$ cat config.mk
export PLATFORM = sky130hd
export DESIGN_NAME = rd_prefetch_ctrl
export DESIGN_NICKNAME = d
export VERILOG_FILES = /design/src/rtl/rdpf_pkg.sv /design/src/rtl/rdpf_buf.sv /design/src/rtl/rdpf_window.sv /design/src/rtl/rd_prefetch_ctrl.sv
export SDC_FILE = /design/constraint.sdc
export NUM_CORES = 1
export LEC_CHECK = 0
export CORE_MARGIN = 3
export CORE_UTILIZATION = 55
export CTS_BUF_LIST = sky130_fd_sc_hd__clkbuf_2
export CTS_CLUSTER_DIAMETER = 50
export DETAILED_ROUTE_END_ITERATION = 10
export GPL_ROUTABILITY_DRIVEN = 1
export PLACE_DENSITY = 0.74
export SLEW_MARGIN = 20
export SYNTH_ARGS = -nofsm -noshare
export SYNTH_HDL_FRONTEND = slang
export SYNTH_HIERARCHICAL = 1
export SYNTH_SLANG_ARGS = --single-unit
$ cat constraint.sdc
create_clock -name clk -period 5.1 [get_ports clk]
set_input_delay 0.765 -clock clk [delete_from_list [all_inputs] [get_ports clk]]
set_output_delay 0.765 -clock clk [all_outputs]
set_load 0.05 [all_outputs]
$ cat src/rtl/rdpf_pkg.sv
package rdpf_pkg;

    typedef enum logic [1:0] {
        ST_IDLE  = 2'd0,
        ST_RUN   = 2'd1,
        ST_FLUSH = 2'd2
    } ctl_state_e;

    typedef enum logic [1:0] {
        FM_NONE   = 2'd0,
        FM_SINGLE = 2'd1,
        FM_LINE   = 2'd2,
        FM_MULTI  = 2'd3
    } fetch_mode_e;

    localparam logic [3:0] CMD_RD       = 4'b0110;
    localparam logic [3:0] CMD_RD_LINE  = 4'b1110;
    localparam logic [3:0] CMD_RD_MULTI = 4'b1100;

    function automatic fetch_mode_e decode_cmd(input logic [3:0] cmd, input logic pref);
        fetch_mode_e m;
        case (cmd)
            CMD_RD:       m = FM_SINGLE;
            CMD_RD_LINE:  m = FM_LINE;
            CMD_RD_MULTI: m = FM_MULTI;
            default:      m = FM_NONE;
        endcase
        if (pref && (m != FM_NONE)) begin
            m = FM_MULTI;
        end
        return m;
    endfunction

endpackage

$ cat src/rtl/rdpf_buf.sv
module rdpf_buf #(
    parameter int DW    = 32,
    parameter int DEPTH = 16
) (
    input  logic                         clk,
    input  logic                         rst_n,
    input  logic                         clr,
    input  logic                         push,
    input  logic [DW-1:0]                wdata,
    input  logic                         pop,
    output logic [DW-1:0]                rdata,
    output logic                         valid,
    output logic [$clog2(DEPTH+1)-1:0]   count
);
    localparam int PW = (DEPTH > 1) ? $clog2(DEPTH) : 1;
    localparam int CW = $clog2(DEPTH+1);
    localparam logic [CW-1:0] FULL     = CW'(DEPTH);
    localparam logic [PW-1:0] LAST_IDX = PW'(DEPTH-1);

    typedef struct packed {
        logic [PW-1:0] wp;
        logic [PW-1:0] rp;
        logic [CW-1:0] cnt;
    } buf_regs_t;

    buf_regs_t r_q, r_d;
    logic [DW-1:0] mem_q [DEPTH];

    function automatic logic [PW-1:0] bump(input logic [PW-1:0] p);
        return (p == LAST_IDX) ? '0 : p + PW'(1);
    endfunction

    always_comb begin
        r_d = r_q;
        if (clr) begin
            r_d = '0;
        end else begin
            if (push) r_d.wp = bump(r_q.wp);
            if (pop)  r_d.rp = bump(r_q.rp);
            r_d.cnt = r_q.cnt + CW'(push) - CW'(pop);
        end
    end

    always_ff @(posedge clk) begin
        if (!rst_n) r_q <= '0;
        else        r_q <= r_d;
    end

    always_ff @(posedge clk) begin
        if (push && !clr) mem_q[r_q.wp] <= wdata;
    end

    assign rdata = mem_q[r_q.rp];
    assign valid = (r_q.cnt != '0);
    assign count = r_q.cnt;

    AST_BUF_NO_PUSH_FULL: assert property (@(posedge clk) disable iff (!rst_n)
        (push && !clr) |-> ((r_q.cnt < FULL) || pop));
    AST_BUF_NO_POP_EMPTY: assert property (@(posedge clk) disable iff (!rst_n)
        pop |-> (r_q.cnt != '0));

endmodule

$ cat src/rtl/rdpf_window.sv
module rdpf_window
    import rdpf_pkg::*;
#(
    parameter int AW       = 16,
    parameter int DEPTH    = 16,
    parameter int MIN_LINE = 4
) (
    input  fetch_mode_e                  mode,
    input  logic [AW-1:0]                fetch_addr,
    input  logic [AW-1:0]                bus_addr,
    input  logic [$clog2(DEPTH+1):0]     inflight,
    input  logic                         frame,
    input  logic [1:0]                   lsel,
    output logic [AW-1:0]                line_last,
    output logic                         may_issue
);
    localparam int CW = $clog2(DEPTH+1);
    localparam int N_LINE_CODES = 4;
    localparam logic [CW:0] CAP = (CW+1)'(DEPTH);

    logic [AW-1:0] line_mask [N_LINE_CODES];

    for (genvar g = 0; g < N_LINE_CODES; g++) begin : g_mask
        assign line_mask[g] = AW'((MIN_LINE << g) - 1);
    end

    assign line_last = bus_addr | line_mask[lsel];

    logic room, demand, ahead;

    always_comb begin
        room   = (inflight < CAP);
        demand = (inflight == '0);
        case (mode)
            FM_SINGLE: ahead = 1'b0;
            FM_LINE:   ahead = (fetch_addr <= line_last);
            FM_MULTI:  ahead = 1'b1;
            default:   ahead = 1'b0;
        endcase
        may_issue = room && (mode != FM_NONE) && (demand || (frame && ahead));
    end

endmodule

$ cat src/rtl/rd_prefetch_ctrl.sv
module rd_prefetch_ctrl
    import rdpf_pkg::*;
#(
    parameter int AW    = 16,
    parameter int DW    = 32,
    parameter int DEPTH = 16
) (
    input  logic                         clk,
    input  logic                         rst_n,
    input  logic                         txn_start,
    input  logic [3:0]                   txn_cmd,
    input  logic [AW-1:0]                txn_addr,
    input  logic [1:0]                   line_sel,
    input  logic                         pref_ok,
    input  logic                         frame_active,
    input  logic                         data_ack,
    output logic                         bus_valid,
    output logic [DW-1:0]                bus_data,
    output logic                         mem_req,
    output logic [AW-1:0]                mem_addr,
    input  logic                         mem_rvalid,
    input  logic [DW-1:0]                mem_rdata,
    output logic                         discard_valid,
    output logic [$clog2(DEPTH+1)-1:0]   discard_cnt
);
    localparam int CW = $clog2(DEPTH+1);
    localparam logic [CW:0] CAP = (CW+1)'(DEPTH);

    typedef struct packed {
        ctl_state_e    st;
        fetch_mode_e   mode;
        logic [1:0]    lsel;
        logic [AW-1:0] fa;
        logic [AW-1:0] ba;
        logic [CW-1:0] outst;
        logic [CW-1:0] acc;
        logic          dvld;
        logic [CW-1:0] dcnt;
    } ctl_regs_t;

    ctl_regs_t r_q, r_d;

    logic          buf_valid, buf_pop, buf_push, buf_clr;
    logic [DW-1:0] buf_rdata;
    logic [CW-1:0] buf_cnt;
    logic [CW:0]   inflight;
    logic [AW-1:0] line_last;
    logic          may_issue, run, issue;
    fetch_mode_e   start_mode;

    assign inflight   = {1'b0, buf_cnt} + {1'b0, r_q.outst};
    assign run        = (r_q.st == ST_RUN);
    assign issue      = run && may_issue;
    assign buf_pop    = run && data_ack && buf_valid;
    assign buf_push   = run && mem_rvalid;
    assign buf_clr    = buf_pop && !frame_active;
    assign start_mode = decode_cmd(txn_cmd, pref_ok);

    rdpf_window #(.AW(AW), .DEPTH(DEPTH), .MIN_LINE(4)) u_window (
        .mode       (r_q.mode),
        .fetch_addr (r_q.fa),
        .bus_addr   (r_q.ba),
        .inflight   (inflight),
        .frame      (frame_active),
        .lsel       (r_q.lsel),
        .line_last  (line_last),
        .may_issue  (may_issue)
    );

    rdpf_buf #(.DW(DW), .DEPTH(DEPTH)) u_buf (
        .clk   (clk),
        .rst_n (rst_n),
        .clr   (buf_clr),
        .push  (buf_push),
        .wdata (mem_rdata),
        .pop   (buf_pop),
        .rdata (buf_rdata),
        .valid (buf_valid),
        .count (buf_cnt)
    );

    always_comb begin
        r_d      = r_q;
        r_d.dvld = 1'b0;
        case (r_q.st)
            ST_IDLE: begin
                if (txn_start && (start_mode != FM_NONE)) begin
                    r_d.st    = ST_RUN;
                    r_d.mode  = start_mode;
                    r_d.lsel  = line_sel;
                    r_d.fa    = txn_addr;
                    r_d.ba    = txn_addr;
                    r_d.outst = '0;
                    r_d.acc   = '0;
                end
            end
            ST_RUN: begin
                if (issue)   r_d.fa = r_q.fa + AW'(1);
                if (buf_pop) r_d.ba = r_q.ba + AW'(1);
                r_d.outst = r_q.outst + CW'(issue) - CW'(mem_rvalid);
                if (buf_clr) begin
                    r_d.st  = ST_FLUSH;
                    r_d.acc = buf_cnt - CW'(1) + CW'(mem_rvalid);
                end
            end
            ST_FLUSH: begin
                r_d.acc   = r_q.acc + CW'(mem_rvalid);
                r_d.outst = r_q.outst - CW'(mem_rvalid);
                if (r_d.outst == '0) begin
                    r_d.st   = ST_IDLE;
                    r_d.mode = FM_NONE;
                    r_d.dvld = 1'b1;
                    r_d.dcnt = r_d.acc;
                end
            end
            default: r_d.st = ST_IDLE;
        endcase
    end

    always_ff @(posedge clk) begin
        if (!rst_n) r_q <= '0;
        else        r_q <= r_d;
    end

    assign bus_valid     = run && buf_valid;
    assign bus_data      = buf_rdata;
    assign mem_req       = issue;
    assign mem_addr      = r_q.fa;
    assign discard_valid = r_q.dvld;
    assign discard_cnt   = r_q.dcnt;

    AST_NO_OVERFLOW: assert property (@(posedge clk) disable iff (!rst_n)
        inflight <= CAP);
    AST_SINGLE_ONE_AHEAD: assert property (@(posedge clk) disable iff (!rst_n)
        (run && (r_q.mode == FM_SINGLE)) |-> (inflight <= (CW+1)'(1)));
    AST_LINE_BOUND: assert property (@(posedge clk) disable iff (!rst_n)
        (run && (r_q.mode == FM_LINE) && (inflight != '0)) |-> ((r_q.fa - AW'(1)) <= line_last));
    AST_FRAME_DEMAND_ONLY: assert property (@(posedge clk) disable iff (!rst_n)
        (mem_req && !frame_active) |-> (mem_addr == r_q.ba));
    AST_REPORT_DRAINED: assert property (@(posedge clk) disable iff (!rst_n)
        discard_valid |-> ((r_q.outst == '0) && !bus_valid));
    AST_DISCARD_RANGE: assert property (@(posedge clk) disable iff (!rst_n)
        discard_valid |-> (discard_cnt < CW'(DEPTH)));

endmodule

==> flow_metrics.py, run 1 <==
metrics = {
    "outcome": {
        "outcome": "completed",
    },
    "timing": {
        "fmax_ghz": 0.214,
        "rsz0062_at_grt": "false",
        "tns_ps": 0,
        "period_minus_slack_ps": 4680,
        "tightest_slew_ps": 1170,
        "finalSetupViolations": 0,
        "fin_crit_sh_pct": 91.8,
        "relSlewSlack_pct": 22.2,
        "final.setup.worst_slack_ps": 418,
        "final_hold_viol_count": 0,
        "fin_skew_ps": 86.9,
        "slew_viol_final": 0,
    },
    "setup_path": {
        "crit_arrival_ps": 3920,
        "critPathRequiredTime_ps": 4340,
        "critPathMaxFanout": 5,
        "worst_setup_path_start_kind": "register",
        "crit_path_max_incr_delay_ps": 500,
        "path_class": "register to output pin",
        "crit_chain": "inv_1, fa_1, inv_1, a21o_1, a21oi_1, xnor2_1, or4bb_1, o41ai_2, o211ai_1, o21ai_1, and2_1, clkbuf_4",
        "cp-end-kind": "output pin",
        "cp_common_cell": "inv_1",
        "cp_slowest_cell": "or4bb_1",
    },
    "clocking": {
        "insertion_delay_ps": 1070,
        "cts_num_sinks": 583,
        "htreeDepth": 4,
        "clk_path_buf_depth": 3,
        "cts_buffers": 143,
        "cts_resized": 3,
        "cts.clk_slew.worst_paths_ps": 90,
        "cts_setup_buffers": 0,
        "tritoncts": "done",
        "root_buffer": "clkbuf_2",
        "hold_buffers": 0,
    },
    "power": {
        "power_w": 0.00850,
        "p_leak_nw": 8.95,
        "power-per-cell-area_nw_per_um2": 311,
        "irDropWorstVdd_mv": 0.180,
    },
    "detailed_routing": {
        "postRouteAntennaNets": 0,
        "drt_iter0_markers": 1209,
        "wl_mm": 52.9,
        "route.detailed.drc": 0,
        "vias": 13800,
        "wl_per_cell_microns": 23.0,
        "via_per_inst": 5.99,
        "dr.pass1.iters": 5,
    },
    "floorplan": {
        "die_h_microns": 216,
        "ioPinCount": 117,
        "die_x_microns": 216,
        "core_sq_um": 43400,
        "num_rows": 76,
        "die-area_sq_um": 46700,
        "initial_core_util_pct": 56.0,
    },
    "grt": {
        "grt_max_degree": 50,
        "grt_pass1_vias": 14500,
        "antenna_found_initial": 4,
        "grt_util_all_layers_pct": 23.3,
        "grt_remaining_overflow": 0,
        "grt_pass1_wl_mm": 83.4,
    },
    "placed_design": {
        "io_buffers": 116,
        "dp_hpwl_mm": 30.5,
        "gp_congestion": 0.861,
        "place_worst_setup_slack_ps": 895,
    },
    "yosys": {
        "yosysWarnings": 6,
        "syn_nets": 1537,
        "syn_inst": 1425,
        "syn_area_per_cell_sq_um": 17.0,
        "syn-cell-area_sq_um": 24300,
    },
    "flow_run": {
        "drv_cap": 0,
    },
    "layout": {
        "syn_to_final_growth_pct": 12.4,
        "drive_above_1_share_pct": 23.8,
        "layout.nets": 1730,
        "fillers": 3208,
    },
    "hold_path": {
        "min_path_type": "input port to register",
    },
}
==> final cells by class <==
type                       instances  area [sq um]  share of cell area [%]
sequential                       583         16800                    61.5
multi-input combinational        705          6870                    25.2
timing repair buffer             139          1380                    5.06
clock buffer                     195           976                    3.57
tap                              585           732                    2.68
clock inverter                    49           369                    1.35
inverter                          46           173                   0.632
antenna                            2          5.00                  0.0183
==> power breakdown <==
part | internal (W) | switching, W | leakage [nW]
Combinational | 0.0000720 | 0.000126 | 2.79
Sequential | 0.00518 | 0.00000867 | 5.18
Clock | 0.00134 | 0.00177 | 0.986
==> state kept, by name, indices dropped and copies added (netlist names), named ones only <==
| register | count |
|---|---|
| r_q | 32 |
| mem_addr | 16 |
| u_buf/count | 5 |
| discard_valid | 1 |
| u_buf/mem_q | 512 |
| discard_cnt | 5 |
| u_buf/r_q | 8 |
==> final timing paths <==
kind                        startpoint                   end  slack, ps  cells after the start
setup / recovery  r_q[12]$_SDFFE_PN0P_               mem_req        420                     12
hold / removal             line_sel[0]  r_q[48]$_SDFFE_PN0P_        280                      3
setup reg to reg  r_q[21]$_SDFFE_PN0P_  r_q[15]$_SDFFE_PN0P_       1130                     14
hold reg to reg    r_q[6]$_SDFFE_PN0P_   r_q[6]$_SDFFE_PN0P_        470                      2
==> metal layers <==
metal	track usage [%]	routed length, microns	part of all wire [%]	vias up
met1	31.8	21600	41	7043
met3	4.85	3630	6.9	70
met2	37.9	26700	50	510
met5	0	37	0.070	-
met4	8.30	964	1.8	4
li1	-	-	-	6173
==> through the flow <==
step	hold slack (ps)	instance area, sq um	utilization, %	instances
global placement	450	26000	59.9	2058
CTS	136	27300	63.0	2302
finish	278	27300	63.0	2304
detailed placement	470	26000	59.9	2058
floorplan	440	24300	-	1425
global route	184	27300	63.0	2304
==> critical path: cells and delay by family (launching register included) <==
| kind | cells | cell delay [ps] |
|---|---|---|
| flip-flops | 1 | 400 |
| AO/OA/AOI/OAI | 5 | 540 |
| buffers and inverters | 3 | 520 |
| adder cells (fa/ha/maj) | 1 | 480 |
| AND/OR/NAND/NOR | 2 | 750 |
| XOR/XNOR | 1 | 160 |
==> cells in the final DEF, fill, tap and decap left out, types with 14 or more instances in the layout <==
master / n
edfxtp_1: 512
clkbuf_2: 195
mux4_2: 128
clkdlybuf4s50_1: 115
nand2_1: 81
a22oi_1: 69
dfxtp_1: 67
a21oi_1: 51
nor2_1: 50
ha_1: 48
inv_1: 45
clkinv_1: 32
o21ai_1: 26
o21ai_0: 20
buf_4: 19
nand3_1: 18
nor3_1: 15
nand4_1: 14
Note: power is estimated with default switching activity, not from simulation.
==> run 2: changes to the inputs <==
- HOLD_SLACK_MARGIN: not set -> 0.08
==> results of run 2 <==
The final DEF is identical to that of run 1; final timing and power are the same.
==> run 3: changes to the inputs <==
- GPL_TIMING_DRIVEN: not set -> 1
==> results of run 3 <==
The final DEF is identical to that of run 1; final timing and power are the same.
